`src/rtl/thermo_bridge_pkg.sv`:
```
package thermo_bridge_pkg;
  localparam int ADDR_W = 2;
  localparam int BYTE_W = 8;

  localparam logic [ADDR_W-1:0] REG_CTRL  = 2'd0;
  localparam logic [ADDR_W-1:0] REG_WDATA = 2'd1;
  localparam logic [ADDR_W-1:0] REG_RDATA = 2'd2;

  localparam logic [BYTE_W-1:0] CTL_CLEAR = 8'h01;
  localparam logic [BYTE_W-1:0] CTL_LOW   = 8'h02;
  localparam logic [BYTE_W-1:0] CTL_HIGH  = 8'h03;

  localparam logic [BYTE_W-1:0] DAT_ONE   = 8'h01;
  localparam logic [BYTE_W-1:0] DAT_REWIND = 8'h80;

  localparam logic [BYTE_W-1:0] OP_RD_TEMP = 8'hAA;
  localparam logic [BYTE_W-1:0] OP_RD_CFG  = 8'hAC;
  localparam logic [BYTE_W-1:0] OP_CONVERT = 8'hEE;

  typedef enum logic [1:0] {
    RB_NONE = 2'd0,
    RB_CFG  = 2'd1,
    RB_TEMP = 2'd2
  } rb_kind_e;
endpackage

```
`src/rtl/thermo_clk_flag.sv`:
```
module thermo_clk_flag (
  input  logic clk,
  input  logic rst_n,
  input  logic set_low,
  input  logic set_high,
  output logic clk_low
);
  logic low_q, low_d;

  always_comb begin
    low_d = low_q;
    if (set_low)       low_d = 1'b1;
    else if (set_high) low_d = 1'b0;
  end

  always_ff @(posedge clk or negedge rst_n) begin
    if (!rst_n) low_q <= 1'b0;
    else        low_q <= low_d;
  end

  assign clk_low = low_q;
endmodule

```
`src/rtl/thermo_cmd_shift.sv`:
```
module thermo_cmd_shift #(
  parameter int CMD_W = 8,
  localparam int POS_W = $clog2(CMD_W + 1),
  localparam int IDX_W = $clog2(CMD_W)
) (
  input  logic             clk,
  input  logic             rst_n,
  input  logic             clr,
  input  logic             shift_en,
  input  logic             bit_in,
  output logic [CMD_W-1:0] cmd_q,
  output logic [POS_W-1:0] pos_q,
  output logic             done,
  output logic             fin,
  output logic [CMD_W-1:0] fin_code
);
  logic [CMD_W-1:0] cmd_d, cmd_shifted;
  logic [POS_W-1:0] pos_d;
  logic             take;

  assign done = (pos_q == POS_W'(CMD_W));
  assign take = shift_en && !done;

  always_comb begin
    cmd_shifted = cmd_q;
    if (!done && bit_in) cmd_shifted[pos_q[IDX_W-1:0]] = 1'b1;
  end

  assign fin      = take && (pos_q == POS_W'(CMD_W - 1));
  assign fin_code = cmd_shifted;

  always_comb begin
    cmd_d = cmd_q;
    pos_d = pos_q;
    if (clr) begin
      cmd_d = '0;
      pos_d = '0;
    end else if (take) begin
      cmd_d = cmd_shifted;
      pos_d = pos_q + 1'b1;
    end
  end

  always_ff @(posedge clk or negedge rst_n) begin
    if (!rst_n) begin
      cmd_q <= '0;
      pos_q <= '0;
    end else begin
      cmd_q <= cmd_d;
      pos_q <= pos_d;
    end
  end
endmodule

```
`src/rtl/thermo_readback.sv`:
```
module thermo_readback
  import thermo_bridge_pkg::*;
#(
  parameter int NUM_SENSORS = 2,
  parameter int DATA_W      = 16,
  parameter int CFG_W       = 8,
  parameter int TEMP_W      = 9,
  parameter logic [CFG_W-1:0]  CFG_INIT  = 8'h02,
  parameter logic [TEMP_W-1:0] TEMP_INIT = 9'd44,
  localparam int POS_W   = $clog2(DATA_W + 1),
  localparam int IDX_W   = $clog2(DATA_W),
  localparam int FIELD_W = (TEMP_W > CFG_W) ? TEMP_W : CFG_W,
  localparam int LEN_W   = POS_W + 1
) (
  input  logic                   clk,
  input  logic                   rst_n,
  input  logic                   clr,
  input  logic                   rewind,
  input  logic                   wr_shift,
  input  logic                   bit_in,
  input  logic                   rd_step,
  input  rb_kind_e               kind,
  output logic [POS_W-1:0]       pos_q,
  output logic [NUM_SENSORS-1:0] bits,
  output logic                   last
);
  localparam logic [LEN_W-1:0] CFG_LEN  = LEN_W'(CFG_W);
  localparam logic [LEN_W-1:0] TEMP_LEN = LEN_W'(TEMP_W);
  localparam logic [POS_W-1:0] POS_MAX  = POS_W'(DATA_W);

  logic [DATA_W-1:0] data_q, data_d;
  logic [POS_W-1:0]  pos_d;
  logic [LEN_W-1:0]  field_len;
  logic              room;

  assign room      = (pos_q < POS_MAX);
  assign field_len = (kind == RB_TEMP) ? TEMP_LEN : CFG_LEN;
  assign last      = ({1'b0, pos_q} + LEN_W'(1)) >= field_len;

  // one bit lane per sensor
  for (genvar g = 0; g < NUM_SENSORS; g++) begin : g_lane
    logic [FIELD_W-1:0] cfg_field, temp_field, sel_field;
    logic               lane_bit;

    assign cfg_field  = FIELD_W'(CFG_INIT);
    assign temp_field = FIELD_W'(TEMP_INIT);
    assign sel_field  = (kind == RB_TEMP) ? temp_field : cfg_field;

    always_comb begin
      lane_bit = 1'b0;
      for (int k = 0; k < FIELD_W; k++) begin
        if (pos_q == POS_W'(k)) lane_bit = sel_field[k];
      end
    end

    assign bits[g] = lane_bit;
  end

  always_comb begin
    data_d = data_q;
    pos_d  = pos_q;
    if (clr) begin
      data_d = '0;
      pos_d  = '0;
    end else if (rewind) begin
      pos_d = '0;
    end else if (wr_shift) begin
      if (room) begin
        if (bit_in) data_d[pos_q[IDX_W-1:0]] = 1'b1;
        pos_d = pos_q + 1'b1;
      end
    end else if (rd_step) begin
      if (room) pos_d = pos_q + 1'b1;
    end
  end

  always_ff @(posedge clk or negedge rst_n) begin
    if (!rst_n) begin
      data_q <= '0;
      pos_q  <= '0;
    end else begin
      data_q <= data_d;
      pos_q  <= pos_d;
    end
  end
endmodule

```
`src/rtl/thermo_bridge.sv`:
```
module thermo_bridge
  import thermo_bridge_pkg::*;
#(
  parameter int NUM_SENSORS = 2,
  parameter int CMD_W       = 8,
  parameter int DATA_W      = 16,
  parameter int RD_W        = 8,
  parameter int CFG_W       = 8,
  parameter int TEMP_W      = 9,
  parameter logic [CFG_W-1:0]  CFG_INIT  = 8'h02,
  parameter logic [TEMP_W-1:0] TEMP_INIT = 9'd44,
  localparam int CPOS_W = $clog2(CMD_W + 1),
  localparam int DPOS_W = $clog2(DATA_W + 1)
) (
  input  logic              clk,
  input  logic              rst_n,
  input  logic              wr_en,
  input  logic              rd_en,
  input  logic [ADDR_W-1:0] addr,
  input  logic [BYTE_W-1:0] wdata,
  output logic [RD_W-1:0]   rd_data,
  output logic              unknown_cmd
);
  // reset: asserted asynchronously, released on the clock
  logic rst_meta, rst_sync_n;
  always_ff @(posedge clk or negedge rst_n) begin
    if (!rst_n) begin
      rst_meta   <= 1'b0;
      rst_sync_n <= 1'b0;
    end else begin
      rst_meta   <= 1'b1;
      rst_sync_n <= rst_meta;
    end
  end

  logic wr_ctrl, wr_dat, rd_dat;
  logic ctl_clear, rewind_code, accept;
  logic clk_low;
  logic [CMD_W-1:0]  cmd_q, fin_code;
  logic [CPOS_W-1:0] cmd_pos;
  logic              cmd_done, cmd_fin;
  logic [DPOS_W-1:0] data_pos;
  logic [NUM_SENSORS-1:0] lane_bits;
  logic              rb_last;
  rb_kind_e          kind;
  logic              armed, rd_step;
  logic              fin_start, fin_unknown, engine_clr;
  logic [RD_W-1:0]   rd_data_d, rd_data_q;
  logic              unk_d, unk_q;

  assign wr_ctrl     = wr_en && (addr == REG_CTRL);
  assign wr_dat      = wr_en && (addr == REG_WDATA);
  assign rd_dat      = rd_en && !wr_en && (addr == REG_RDATA);
  assign ctl_clear   = wr_ctrl && (wdata == CTL_CLEAR);
  assign rewind_code = wr_dat && (wdata == DAT_REWIND);
  assign accept      = wr_dat && !rewind_code && clk_low;

  thermo_clk_flag u_flag (
    .clk      (clk),
    .rst_n    (rst_sync_n),
    .set_low  (wr_ctrl && (wdata == CTL_LOW)),
    .set_high (wr_ctrl && (wdata == CTL_HIGH)),
    .clk_low  (clk_low)
  );

  thermo_cmd_shift #(.CMD_W(CMD_W)) u_cmd (
    .clk      (clk),
    .rst_n    (rst_sync_n),
    .clr      (engine_clr),
    .shift_en (accept),
    .bit_in   (wdata == DAT_ONE),
    .cmd_q    (cmd_q),
    .pos_q    (cmd_pos),
    .done     (cmd_done),
    .fin      (cmd_fin),
    .fin_code (fin_code)
  );

  always_comb begin
    kind = RB_NONE;
    if (cmd_done) begin
      if (cmd_q == CMD_W'(OP_RD_TEMP))     kind = RB_TEMP;
      else if (cmd_q == CMD_W'(OP_RD_CFG)) kind = RB_CFG;
    end
  end

  assign armed   = (kind != RB_NONE);
  assign rd_step = rd_dat && armed;

  thermo_readback #(
    .NUM_SENSORS (NUM_SENSORS),
    .DATA_W      (DATA_W),
    .CFG_W       (CFG_W),
    .TEMP_W      (TEMP_W),
    .CFG_INIT    (CFG_INIT),
    .TEMP_INIT   (TEMP_INIT)
  ) u_rb (
    .clk      (clk),
    .rst_n    (rst_sync_n),
    .clr      (engine_clr),
    .rewind   (rewind_code),
    .wr_shift (accept && cmd_done),
    .bit_in   (wdata == DAT_ONE),
    .rd_step  (rd_step),
    .kind     (kind),
    .pos_q    (data_pos),
    .bits     (lane_bits),
    .last     (rb_last)
  );

  assign fin_start   = cmd_fin && (fin_code == CMD_W'(OP_CONVERT));
  assign fin_unknown = cmd_fin && (fin_code != CMD_W'(OP_CONVERT))
                               && (fin_code != CMD_W'(OP_RD_TEMP))
                               && (fin_code != CMD_W'(OP_RD_CFG));
  assign engine_clr  = ctl_clear || fin_start || (rd_step && rb_last);

  assign rd_data_d = rd_step ? RD_W'(lane_bits) : '0;
  assign unk_d     = fin_unknown || (rd_dat && !armed);

  always_ff @(posedge clk or negedge rst_sync_n) begin
    if (!rst_sync_n) begin
      rd_data_q <= '0;
      unk_q     <= 1'b0;
    end else begin
      rd_data_q <= rd_data_d;
      unk_q     <= unk_d;
    end
  end

  assign rd_data     = rd_data_q;
  assign unknown_cmd = unk_q;
endmodule

```
`config.mk`:
```
export PLATFORM = sky130hd
export DESIGN_NAME = thermo_bridge
export DESIGN_NICKNAME = d
export VERILOG_FILES = /design/src/rtl/thermo_bridge_pkg.sv /design/src/rtl/thermo_clk_flag.sv /design/src/rtl/thermo_cmd_shift.sv /design/src/rtl/thermo_readback.sv /design/src/rtl/thermo_bridge.sv
export SDC_FILE = /design/constraint.sdc
export NUM_CORES = 1
export LEC_CHECK = 0
export CORE_MARGIN = 3
export CORE_UTILIZATION = 48
export CTS_CLUSTER_DIAMETER = 120
export CTS_CLUSTER_SIZE = 25
export DETAILED_ROUTE_END_ITERATION = 10
export GPL_TIMING_DRIVEN = 0
export PLACE_DENSITY = 0.75
export SYNTH_ARGS = -nofsm -noshare
export SYNTH_HDL_FRONTEND = slang
export SYNTH_SLANG_ARGS = --single-unit
```
`constraint.sdc`:
```
create_clock -name clk -period 0.8 [get_ports clk]
set_input_delay 0.16 -clock clk [delete_from_list [all_inputs] [get_ports clk]]
set_output_delay 0.16 -clock clk [all_outputs]
set_load 0.01 [all_outputs]
```
==> metrics.cfg, run 1 <==
[logic_synthesis]
synth_warnings = 0
synth.cell_area_mm2 = 0.001534
ys_ff_latch = 22
synth_ff_type = dfrtp_1
synth_cell_types = 49
synthCells = 166
ys_seq_area_frac = 0.3589
synth_edf_count = 0
async_reset_ff_frac = 1.000
avgSynthCellArea_um2 = 9.241

[global_routing]
grt_overflow = 0
grt_pass1_wl_mm = 6.451
antenna_found_initial = 0
grt_usage = 0.2018
grt_max_degree = 21
grt_pass1_vias = 1401

[sta]
tightest_slew_ns = 0.8076
period_needed_ns = 2.896
setup_ws_ns = -2.096
drv_slew = 0
fmax_ghz = 0.3454
post-route-period-util = 3.619
rsz0062_at_grt = yes
setup_violations = 43
hold_viol = 0
finalClockSkew_ns = 0.005559
relSlewSlack = 0.4616

[power_and_ir_drop]
leakage_nw = 0.9134
finalPower_w = 0.002453
vdd_drop_max_mv = 0.9620
power_density_mw_per_mm2 = 1154

[setup_path]
critical_path.cell_chain = clkbuf_8 > inv_4 > ha_4 > and3b_2 > nand3_4 > nor3b_4 > ha_1 > or3b_4 > o32ai_2 > o21ai_1 > a31oi_1 > nand2_2 > buf_6 > nor2_2
critical-path-max-stage-delay_ns = 0.41
required_ns = 1.05
crit_start = u_cmd.pos_q[0]
critPathMaxFanout = 5
r2r_start = u_cmd.pos_q[0]
arrival_ns = 3.14
start_kind = register
endpoint_kind = register
slowest_stage = dfrtp_1
critPathKind = reg2reg

[route]
vias_per_cell = 5.506
wl_met3_um = 214
firstDrtPassIters = 5
wl_per_cell_um = 15.29
drt-total-wl_mm = 3.839
ant_nets = 0
drc = 0
vias = 1382
drt_iter0_markers = 95
routed.top_layer = met4
wl_met2_mm = 1.888
drt-met1-wl_mm = 1.656

[floorplanning]
die_x_um = 62.53
die-area_mm2 = 0.003910
initial_core_util = 0.5289
core_region_area_mm2 = 0.002900
io_pins = 23
die_h_um = 62.53
rows = 19

[cts]
h-tree-depth = 1
worstSkewPairLatency_ns = 0.30
cts.sinks = 22
cts_buffers = 3
clockBufferDepth = 2
cts_tree = done
root_buffer = clkbuf_4
cts.reportedPaths.clkPinSlew_ns = 0.12

[min_path]
hp-class = reg2async

[run_status]
status = finished with violations
failed_checks = setup timing

[final_layout]
finalInstanceArea_mm2 = 0.002125
syn2layout_area_growth_pct = 38.50
drive_above_1_share = 0.3493
fin_nets = 231
final_util = 0.7325
fillers = 208
diodes = 0

[run]
max-cap-violations = 0

[place]
dpl.hpwl_mm = 2.490
portBuffers = 16
dpl_cell_area_mm2 = 0.001797
gp_congestion = 0.8609

-- worst paths after layout --
| kind | to | slack [ns] | cells after the start |
|---|---|---|---|
| min reg2reg | u_cmd.cmd_q[5] | 0.34 | 0 |
| min in group clk | rst_sync_n | 0.37 | 0 |
| max | u_cmd.cmd_q[6] | -2.10 | 14 |
| min | u_cmd.cmd_q[5] | 0.34 | 0 |
| max reg2reg | u_cmd.cmd_q[6] | -2.10 | 14 |
| max in group asynchronous | u_cmd.pos_q[1] | -0.08 | 0 |
-- worst max-delay path: cells and delay by family, from the launching register on --
family / cells / cell delay [ns]
and+or+nand+nor: 6 / 1.12
AOI/OAI and AO/OA: 3 / 0.55
DFF: 1 / 0.41
adders and majority gates: 2 / 0.38
buffers and inverters: 3 / 0.36
-- cells in the mapped netlist (2+ instances only) --
cell,instances,area share
a21oi_1,12,0.039
a31oi_1,5,0.020
a41oi_1,6,0.034
and2_1,2,0.0082
and3_1,3,0.012
and3b_1,2,0.011
and4b_1,4,0.026
buf_4,7,0.034
buf_6,2,0.015
clkbuf_1,2,0.0049
conb_1,2,0.0049
dfrtp_1,22,0.36
ha_1,7,0.057
inv_1,6,0.015
nand2_1,7,0.017
nand3_1,2,0.0065
nand3b_1,2,0.0098
nand4_1,3,0.012
nand4b_1,2,0.011
nor2_1,24,0.059
nor2b_1,2,0.0082
nor3_1,4,0.013
nor3b_1,5,0.024
o21ai_0,3,0.0098
xnor2_1,3,0.017
xor2_1,4,0.023
-- stage by stage --
stage	instances	TNS [ns]	worst slack, ns	hold WS [ns]
3_3_place_gp	229	-42.72	-2.237	0.3276
3_5_place_dp	229	-44.34	-2.298	0.3321
4_1_cts	248	-40.11	-2.100	0.3681
5_1_grt	251	-45.82	-2.241	0.3879
2_1_floorplan	171	-34.37	-1.929	-0.1356
6_report	251	-38.86	-2.096	0.3389
-- where the power goes --
| group | leakage (nW) | internal (W) | switching (W) |
|---|---|---|---|
| combinational | 0.603 | 0.000220 | 0.000214 |
| sequential | 0.282 | 0.00114 | 0.0000381 |
| clock | 0.0279 | 0.000506 | 0.000334 |
-- routing by layer --
layer,GRT usage,up-vias
met4,0.05510,0
met3,0.03777,8
met2,0.3702,50
met5,0,-
li1,-,685
met1,0.2387,639
-- cells in the final DEF (no fill, tap or decap), types with 2 or more instances in the layout --
cell type,count
inv_1,5
clkdlybuf4s15_1,2
xor2_1,4
nor3_1,3
clkdlybuf4s50_1,6
nor2b_1,2
nand4b_1,2
nand2_1,7
clkbuf_4,3
nor3b_1,3
and4b_1,4
nor2_2,4
dfrtp_1,21
buf_2,2
conb_1,7
nor2_1,15
a21oi_1,11
nand3b_1,2
and2_1,2
a41oi_1,5
nor2_4,6
buf_6,12
nor3b_4,2
ha_1,6
o21ai_1,2
a31oi_1,5
buf_4,19
xnor2_1,3
and3_1,3
nand4_1,3
-- area by class of cell --
cell class                 instances  area, um2  area share
timing repair buffer              34      307.8      0.1449
clock buffer                       3      22.52     0.01060
clock inverter                     1      30.03     0.01413
multi-input combinational        132       1039      0.4888
inverter                           6      25.02     0.01178
tap                               42      52.55     0.02473
buffer                            11      96.34     0.04535
sequential                        22      551.8      0.2597
-- logic make-up after synthesis --
logic type,after synthesis,share of synthesized area
adder cells (fa/ha/maj),7,0.05709
other,2,0.004896
XOR/XNOR,7,0.03997
flip-flops,22,0.3589
AND/OR/NAND/NOR,78,0.3271
multiplexers,1,0.007340
AO/OA/AOI/OAI,32,0.1362
buffers and inverters,17,0.06851
-- sequential cells by signal, summed over array words and instances, names as in the netlist --
name,count
rst_meta,1
u_cmd.pos_q,4
rst_sync_n,1
u_flag.clk_low,1
rd_data,1
u_rb.pos_q,5
unknown_cmd,1
u_cmd.cmd_q,8
-- repair_timing --
| item | 4_1_cts | 5_1_grt |
|---|---|---|
| pin swaps | 19 | 13 |
| setup buffers | 13 | 5 |
| gates resized for setup | 57 | 21 |
| hold endpoints to repair | 2 | 0 |
| hold buffers | 1 | 0 |
| cloned | 1 | 0 |
| endpoints found under the setup margin | 43 | 43 |
(Power assumes the default switching activity.)
==> run 2: changes to the inputs <==
Settings changed: CAP_MARGIN from default to 20, CORE_UTILIZATION 48 to 49, PLACE_DENSITY 0.75 to 0.76, SYNTH_HIERARCHICAL from default to 1.
==> run 2 against run 1 <==
Compared with the run above:
- the run still ends with setup timing left
- hold slack got worse by 0.17 ns
- core utilization decreased by 1.5 points
- total power decreased by 13%
- final area increased by 3.9%
- critical path type unchanged
==> metrics.cfg, run 2 <==
[logic_synthesis]
synth.cell_area_mm2 = 0.001590
synth_area_leaders = dfrtp_1 36%, ha_1 5.5%, a21o_1 3.8%, buf_4 3.8%, nor2_1 3.5%
avgSynthCellArea_um2 = 9.756
yosys.area.top_type = dfrtp_1
synthTopCellsByCount = 23 x dfrtp_1, 15 x nor2_1, 8 x a21o_1, 8 x buf_4, 8 x inv_1
synth_top_area_share = 0.3619
synth_warnings = 6
synthCells = 163
ys_ff_latch = 23
ys_seq_area_frac = 0.3619
synth_ff_type = dfrtp_1
synth_edf_count = 0
synth_cell_types = 58
synth.most_common_cell = dfrtp_1
async_reset_ff_frac = 1.000

[sta]
setup_violations = 24
hold_viol = 0
tns_ns = -47.22
post-route-period-util = 4.138
drv_slew = 0
whs_ns = 0.1676
relSlewSlack = 0.6185
setup_ws_ns = -2.511
rsz0062_at_grt = yes
finalClockSkew_ns = 0.01886
period_needed_ns = 3.311
fmax_ghz = 0.3021
tightest_slew_ns = 0.5675

[final_layout]
largestRegisters = u_cmd/cmd_q: 8 flops, u_rb/pos_q: 5 flops, u_cmd/pos_q: 4 flops
diodes = 0
drive_above_1_share = 0.4689
largest_reg_flops = 8
mostFrequentLayoutCells = 25 x buf_4, 21 x dfrtp_1, 13 x buf_2
fin_nets = 231
syn2layout_area_growth_pct = 38.79
finalNonFillerCells = 253
multi_input_area_mm2 = 0.001142
top_register = u_cmd/cmd_q
final_common_cell = buf_4
ff_latch_area_um2 = 578.1
fillers = 219

[setup_path]
start_kind = register
endpoint_kind = register
critical-path-max-stage-delay_ns = 0.46
r2r_start = u_cmd/pos_q[0]
worstSetupPathDepth = 17
timing.rr.end = u_cmd/pos_q[1]
slowest_stage = a221o_2
critPathMaxFanout = 6
setup.worst_path.end = u_cmd/pos_q[1]
critPathTopFamily = simple AND/OR/NAND/NOR gates
arrival_ns = 3.57
critical_path.cell_chain = buf_6 > inv_4 > ha_4 > nand2_4 > nor2_4 > nand4b_1 > or2_4 > nor3b_2 > nor2b_4 > ha_4 > and4bb_2 > nand3_1 > o31ai_2 > a32oi_1 > a221o_2 > nand2b_4 > mux2i_1
ff2ff_setup_slack_ns = -2.51
crit_top_cell = ha_4
ff2ff_path_depth = 17
critPathKind = reg2reg
crit_start = u_cmd/pos_q[0]
required_ns = 1.06
crit_buf_inv = 2

[power_and_ir_drop]
power_density_mw_per_mm2 = 971.8
clkPwrFrac = 0.261
comb_power_share = 0.169
p_sw_frac = 0.2654
leakage_nw = 1.015
power_switching_w = 0.0005691
vdd_drop_max_mv = 0.7950
seq_power_share = 0.570
intPower_w = 0.001576

[route]
drt_iter0_markers = 45
ant_nets = 0
wl_per_cell_um = 14.20
vias = 1401
firstDrtPassIters = 4
drt-total-wl_mm = 3.592
drc = 0
vias_per_cell = 5.538

[run_status]
failed_checks = setup timing
status = finished with violations

[place]
placedCellCount = 228
dpl.hpwl_mm = 2.501
portBuffers = 16
gp_congestion = 0.8023

[cts]
worstSkewPairLatency_ns = 0.32
cts.sinks = 23
cts.reportedPaths.clkPinSlew_ns = 0.15
h-tree-depth = 1
clockBufferDepth = 2
root_buffer = clkbuf_4
cts_buffers = 3
cts_tree = done

[floorplanning]
die_x_um = 62.97
die-area_mm2 = 0.003965
core_region_area_mm2 = 0.003078
io_pins = 23
die_h_um = 62.97
initial_core_util = 0.5167
rows = 20

[global_routing]
grt_pass1_vias = 1413
grt_max_degree = 22
grt_pass1_wl_mm = 6.168
grt_overflow = 0
antenna_found_initial = 0
grt_usage = 0.1905

[min_path]
hp-class = in2reg

[run]
max-cap-violations = 0

[run 2: cell types whose count changed in the layout (fill, tap and decap cells not counted), sizes merged, moves of 3 or more]
cell and delta:
a41oi -3, buf +11, clkdlybuf4s50 -4, mux2i +3, nand2 -4, and4b -3, a21o +7, a21oi -10
nor2 -9, nor3 +4, nand2b +3
[run 2: worst reg2reg max path: cells and delay by family, from the launching register on]
family	cells	cell delay (ns)
AOI/OAI and AO/OA	3	0.68
and+or+nand+nor	9	1.49
adders and majority gates	2	0.34
muxes	1	0.12
buffers and inverters	2	0.18
DFF	1	0.41
[run 2: kinds of logic after synthesis]
| group | count (synthesis) | share of synthesized area |
|---|---|---|
| buffers and inverters | 21 | 0.07160 |
| other | 2 | 0.004722 |
| flip-flops | 23 | 0.3619 |
| adder cells (fa/ha/maj) | 7 | 0.05507 |
| XOR/XNOR | 5 | 0.02754 |
| multiplexers | 4 | 0.02832 |
| AND/OR/NAND/NOR | 69 | 0.2935 |
| AO/OA/AOI/OAI | 32 | 0.1574 |
[run 2: worst min-delay path by stage]
stage / from / end / slack [ns] / cells past startpoint
2_1_floorplan: rst_n / rst_meta / -0.14 / 0
3_3_place_gp: rst_n / rst_sync_n / 0.33 / 1
3_5_place_dp: rst_n / rst_meta / 0.33 / 1
4_1_cts: wdata[0] / u_flag/clk_low / 0.16 / 3
5_1_grt: wdata[0] / u_flag/clk_low / 0.17 / 3
6_report: wdata[0] / u_flag/clk_low / 0.17 / 3
[run 2: stage by stage]
| stage | setup slack [ns] | power (W) | util | instance area (um2) |
|---|---|---|---|---|
| after global routing | -2.662 | 0.002229 | 0.7171 | 2207 |
| final | -2.511 | 0.002145 | 0.7171 | 2207 |
| after floorplan | -2.341 | 0.001411 | - | 1697 |
| after CTS | -2.478 | 0.002145 | 0.6858 | 2111 |
| after global placement | -2.638 | 0.001516 | 0.6211 | 1912 |
| after detailed placement | -2.728 | 0.001534 | 0.6211 | 1912 |
[run 2: layout make-up]
type	count	share of cell area
Sequential cell	23	0.2619
Clock inverter	1	0.002268
Clock buffer	3	0.01020
Inverter	8	0.01474
Tap cell	44	0.02494
Timing Repair Buffer	36	0.1224
Multi-Input combinational cell	125	0.5176
Buffer	13	0.04592
[run 2: what timing repair did]
action,4_1_cts,5_1_grt
hold endpoints to repair,2,0
gates resized for setup,72,23
endpoints found under the setup margin,45,24
cloned,2,0
hold buffers,1,0
pin swaps,17,9
setup buffers,14,4
[run 2: layer usage]
metal | vias up | part of all wire | global-route usage
met1 | 667 | 0.42 | 0.2318
li1 | 680 | - | -
met4 | 0 | 0.013 | 0.08264
met5 | - | 0 | 0
met3 | 6 | 0.058 | 0.02338
met2 | 48 | 0.50 | 0.3347
[run 2: power groups by stage]
stage | Sequential, W | Clock (W) | Combinational [W]
final | 0.00122 | 0.000559 | 0.000362
after global routing | 0.00123 | 0.000607 | 0.000390
after CTS | 0.00122 | 0.000574 | 0.000346
after detailed placement | 0.00126 | 0 | 0.000275
after global placement | 0.00126 | 0 | 0.000260
after floorplan | 0.00125 | 0 | 0.000166
==> run 3: changes to the inputs <==
Settings changed: ABC_AREA from default to 1, CORE_UTILIZATION 49 to 42, PLACE_DENSITY 0.76 to 0.66.
==> run 3 against run 2 <==
Compared with the run above:
- the flow still finishes with violations (setup timing)
- sequential cell count did not move
- combinational power fell by 5%
- cell count rose by 42%
- total power rose by 6.9%
- largest cell class unchanged
- highest routed layer unchanged
==> metrics.cfg, run 3 <==
[setup_path]
slowest_stage = dfrtp_1
crit_buf_inv = 6
critPathMaxFanout = 4
critPathKind = reg2reg
arrival_ns = 2.75
critical_path.cell_chain = buf_6 > clkinv_4 > ha_4 > nand2_4 > nor2_4 > nand3_2 > nor2_2 > nand3_2 > inv_2 > inv_2 > nand2_2 > inv_2 > ha_4 > nor2_4 > nand2_1 > nand3_1 > nand2_1 > nand3_2 > nand2_4 > nor2_4 > inv_2 > a21oi_4 > nand2_1 > nand2_1
start_kind = register
critical-path-max-stage-delay_ns = 0.39
endpoint_kind = register
required_ns = 1.01
critPathTopFamily = simple AND/OR/NAND/NOR gates

[floorplanning]
die_h_um = 70.47
initial_core_util = 0.4562
die_x_um = 70.47
die-area_mm2 = 0.004965
rows = 22
io_pins = 23
core_region_area_mm2 = 0.003826

[route]
firstDrtPassIters = 4
wl_per_cell_um = 11.93
drt-total-wl_mm = 4.293
ant_nets = 0
drt_iter0_markers = 93
drc = 0
vias = 1767
vias_per_cell = 4.908

[sta]
setup_violations = 24
hold_viol = 0
setup_ws_ns = -1.739
rsz0062_at_grt = yes
period_needed_ns = 2.539
tns_ns = -32.04
drv_slew = 0
finalClockSkew_ns = 0.003237
fmax_ghz = 0.3938
post-route-period-util = 3.174

[final_layout]
final_util = 0.6485
final_common_cell = nand2_1
top_register = u_cmd/cmd_q
fin_nets = 334
syn2layout_area_growth_pct = 42.15
diodes = 0
mostFrequentLayoutCells = 62 x nand2_1, 32 x inv_1, 32 x buf_4
finalInstanceArea_mm2 = 0.002481
drive_above_1_share = 0.3686
largestRegisters = u_cmd/cmd_q: 8 flops, u_rb/pos_q: 5 flops, u_cmd/pos_q: 4 flops
largest_reg_flops = 8

[cts]
holdBufCountCts = 0
root_buffer = clkbuf_8
cts.reportedPaths.clkPinSlew_ns = 0.08
cts_tree = done
worstSkewPairLatency_ns = 0.27
h-tree-depth = 1
cts.sinks = 23
clockBufferDepth = 2
cts_buffers = 3

[global_routing]
grt_pass1_vias = 1592
grt_max_degree = 22
antenna_found_initial = 0
grt_pass1_wl_mm = 7.182
grt_overflow = 0
grt_usage = 0.1797

[logic_synthesis]
synth_warnings = 6
synthCells = 258
synth_ff_type = dfrtp_1
async_reset_ff_frac = 1.000
yosys.area_share.simple = 0.3928
ys_seq_area_frac = 0.3297
avgSynthCellArea_um2 = 6.765
synth_area_leaders = dfrtp_1 33%, nand2_1 15%, inv_1 9.2%, nand3_1 6.9%, ha_1 5.0%
synth_top_family_by_area = simple AND/OR/NAND/NOR gates
synthMuxAreaShare = 0
synth_cell_types = 31
ys_ff_latch = 23
synth.cell_area_mm2 = 0.001745
synth.most_common_cell = nand2_1
synth_top_area_share = 0.3297
synth_edf_count = 0
synth_compound_area_frac = 0.06452
synth_xor_area_frac = 0
synth_fa_ha_area_frac = 0.05018
synthTopCellsByCount = 69 x nand2_1, 43 x inv_1, 24 x nand3_1, 23 x dfrtp_1, 23 x nor2_1
yosys.area.top_type = dfrtp_1

[place]
pre_cts_ws_ns = -2.084
dpl.hpwl_mm = 2.626
gp_congestion = 0.8179
dpl_cell_area_mm2 = 0.002054
portBuffers = 16

[power_and_ir_drop]
leakage_nw = 1.235
power_density_mw_per_mm2 = 924.5
vdd_drop_max_mv = 0.6528
finalPower_w = 0.002294

[min_path]
hp-class = in2async

[run]
max-cap-violations = 0

[run_status]
status = finished with violations
failed_checks = setup timing

==> run 3: cell count changes in the layout (fill, tap and decap cells not counted), sizes merged, moves of 4 or more <==
cell,before,now
nand2,4,73
a21o,8,0
a21oi,2,10
nand4b,4,0
dlygate4sd2,2,8
a31oi,4,0
o21ai,3,8
nor3,8,4
nor2,16,27
inv,8,48
nand3,1,26
nand2b,4,0
==> run 3: cells by family after synthesis <==
group / count (synthesis)
AOI/OAI and AO/OA: 21
adders and majority gates: 7
buffers and inverters: 61
DFF: 23
other: 2
and+or+nand+nor: 144
==> run 3: metal layers <==
metal / vias to the layer above / GRT usage / part of all wire
met4: 0 / 0.05745 / 0.026
met3: 12 / 0.02158 / 0.055
met2: 61 / 0.3067 / 0.48
met1: 802 / 0.2343 / 0.44
li1: 892 / - / -
met5: - / 0 / 0
==> run 3: timing repair <==
action	in CTS	in global routing
buffers inserted	24	6
pin swaps	18	23
gates resized for setup	53	21
gates cloned	0	0
endpoints found under the setup margin	45	24
endpoints found under the hold margin	0	0
==> run 3: final cells by class <==
type | instances | area (um2)
inverter | 50 | 205.2
multi-input combinational | 179 | 1125
clock buffer | 4 | 45.04
fill | 337 | 1345
tap | 48 | 60.06
timing repair buffer | 45 | 380.4
buffer | 11 | 87.58
sequential | 23 | 578.1
==> run 3: where the power goes <==
group / internal, W / leakage (nW) / switching, W
Combinational: 0.000173 / 0.925 / 0.000170
Clock: 0.000356 / 0.0228 / 0.000381
Sequential: 0.00118 / 0.288 / 0.0000326
Total: 0.00171 / 1.24 / 0.000583
==> run 3: metrics by stage <==
step                hold slack (ns)  cells
finish                      0.04342    360
detailed placement           0.3309    327
floorplan                   -0.1356    263
CTS                         0.04503    355
global route                0.03543    360
global placement             0.3333    327
==> run 3: final timing paths <==
kind	from	endpoint	slack, ns	depth (start not counted)
worst min register to register	rst_sync_n	u_flag/clk_low	0.24	0
min in group clk	wdata[0]	u_flag/clk_low	0.35	4
worst max-delay path	u_cmd/pos_q[0]	u_rb/pos_q[0]	-1.74	24
worst max register to register	u_cmd/pos_q[0]	u_rb/pos_q[0]	-1.74	24
worst min-delay path	rst_n	rst_meta	0.04	1
max in group asynchronous	rst_sync_n	u_cmd/pos_q[1]	0.20	0
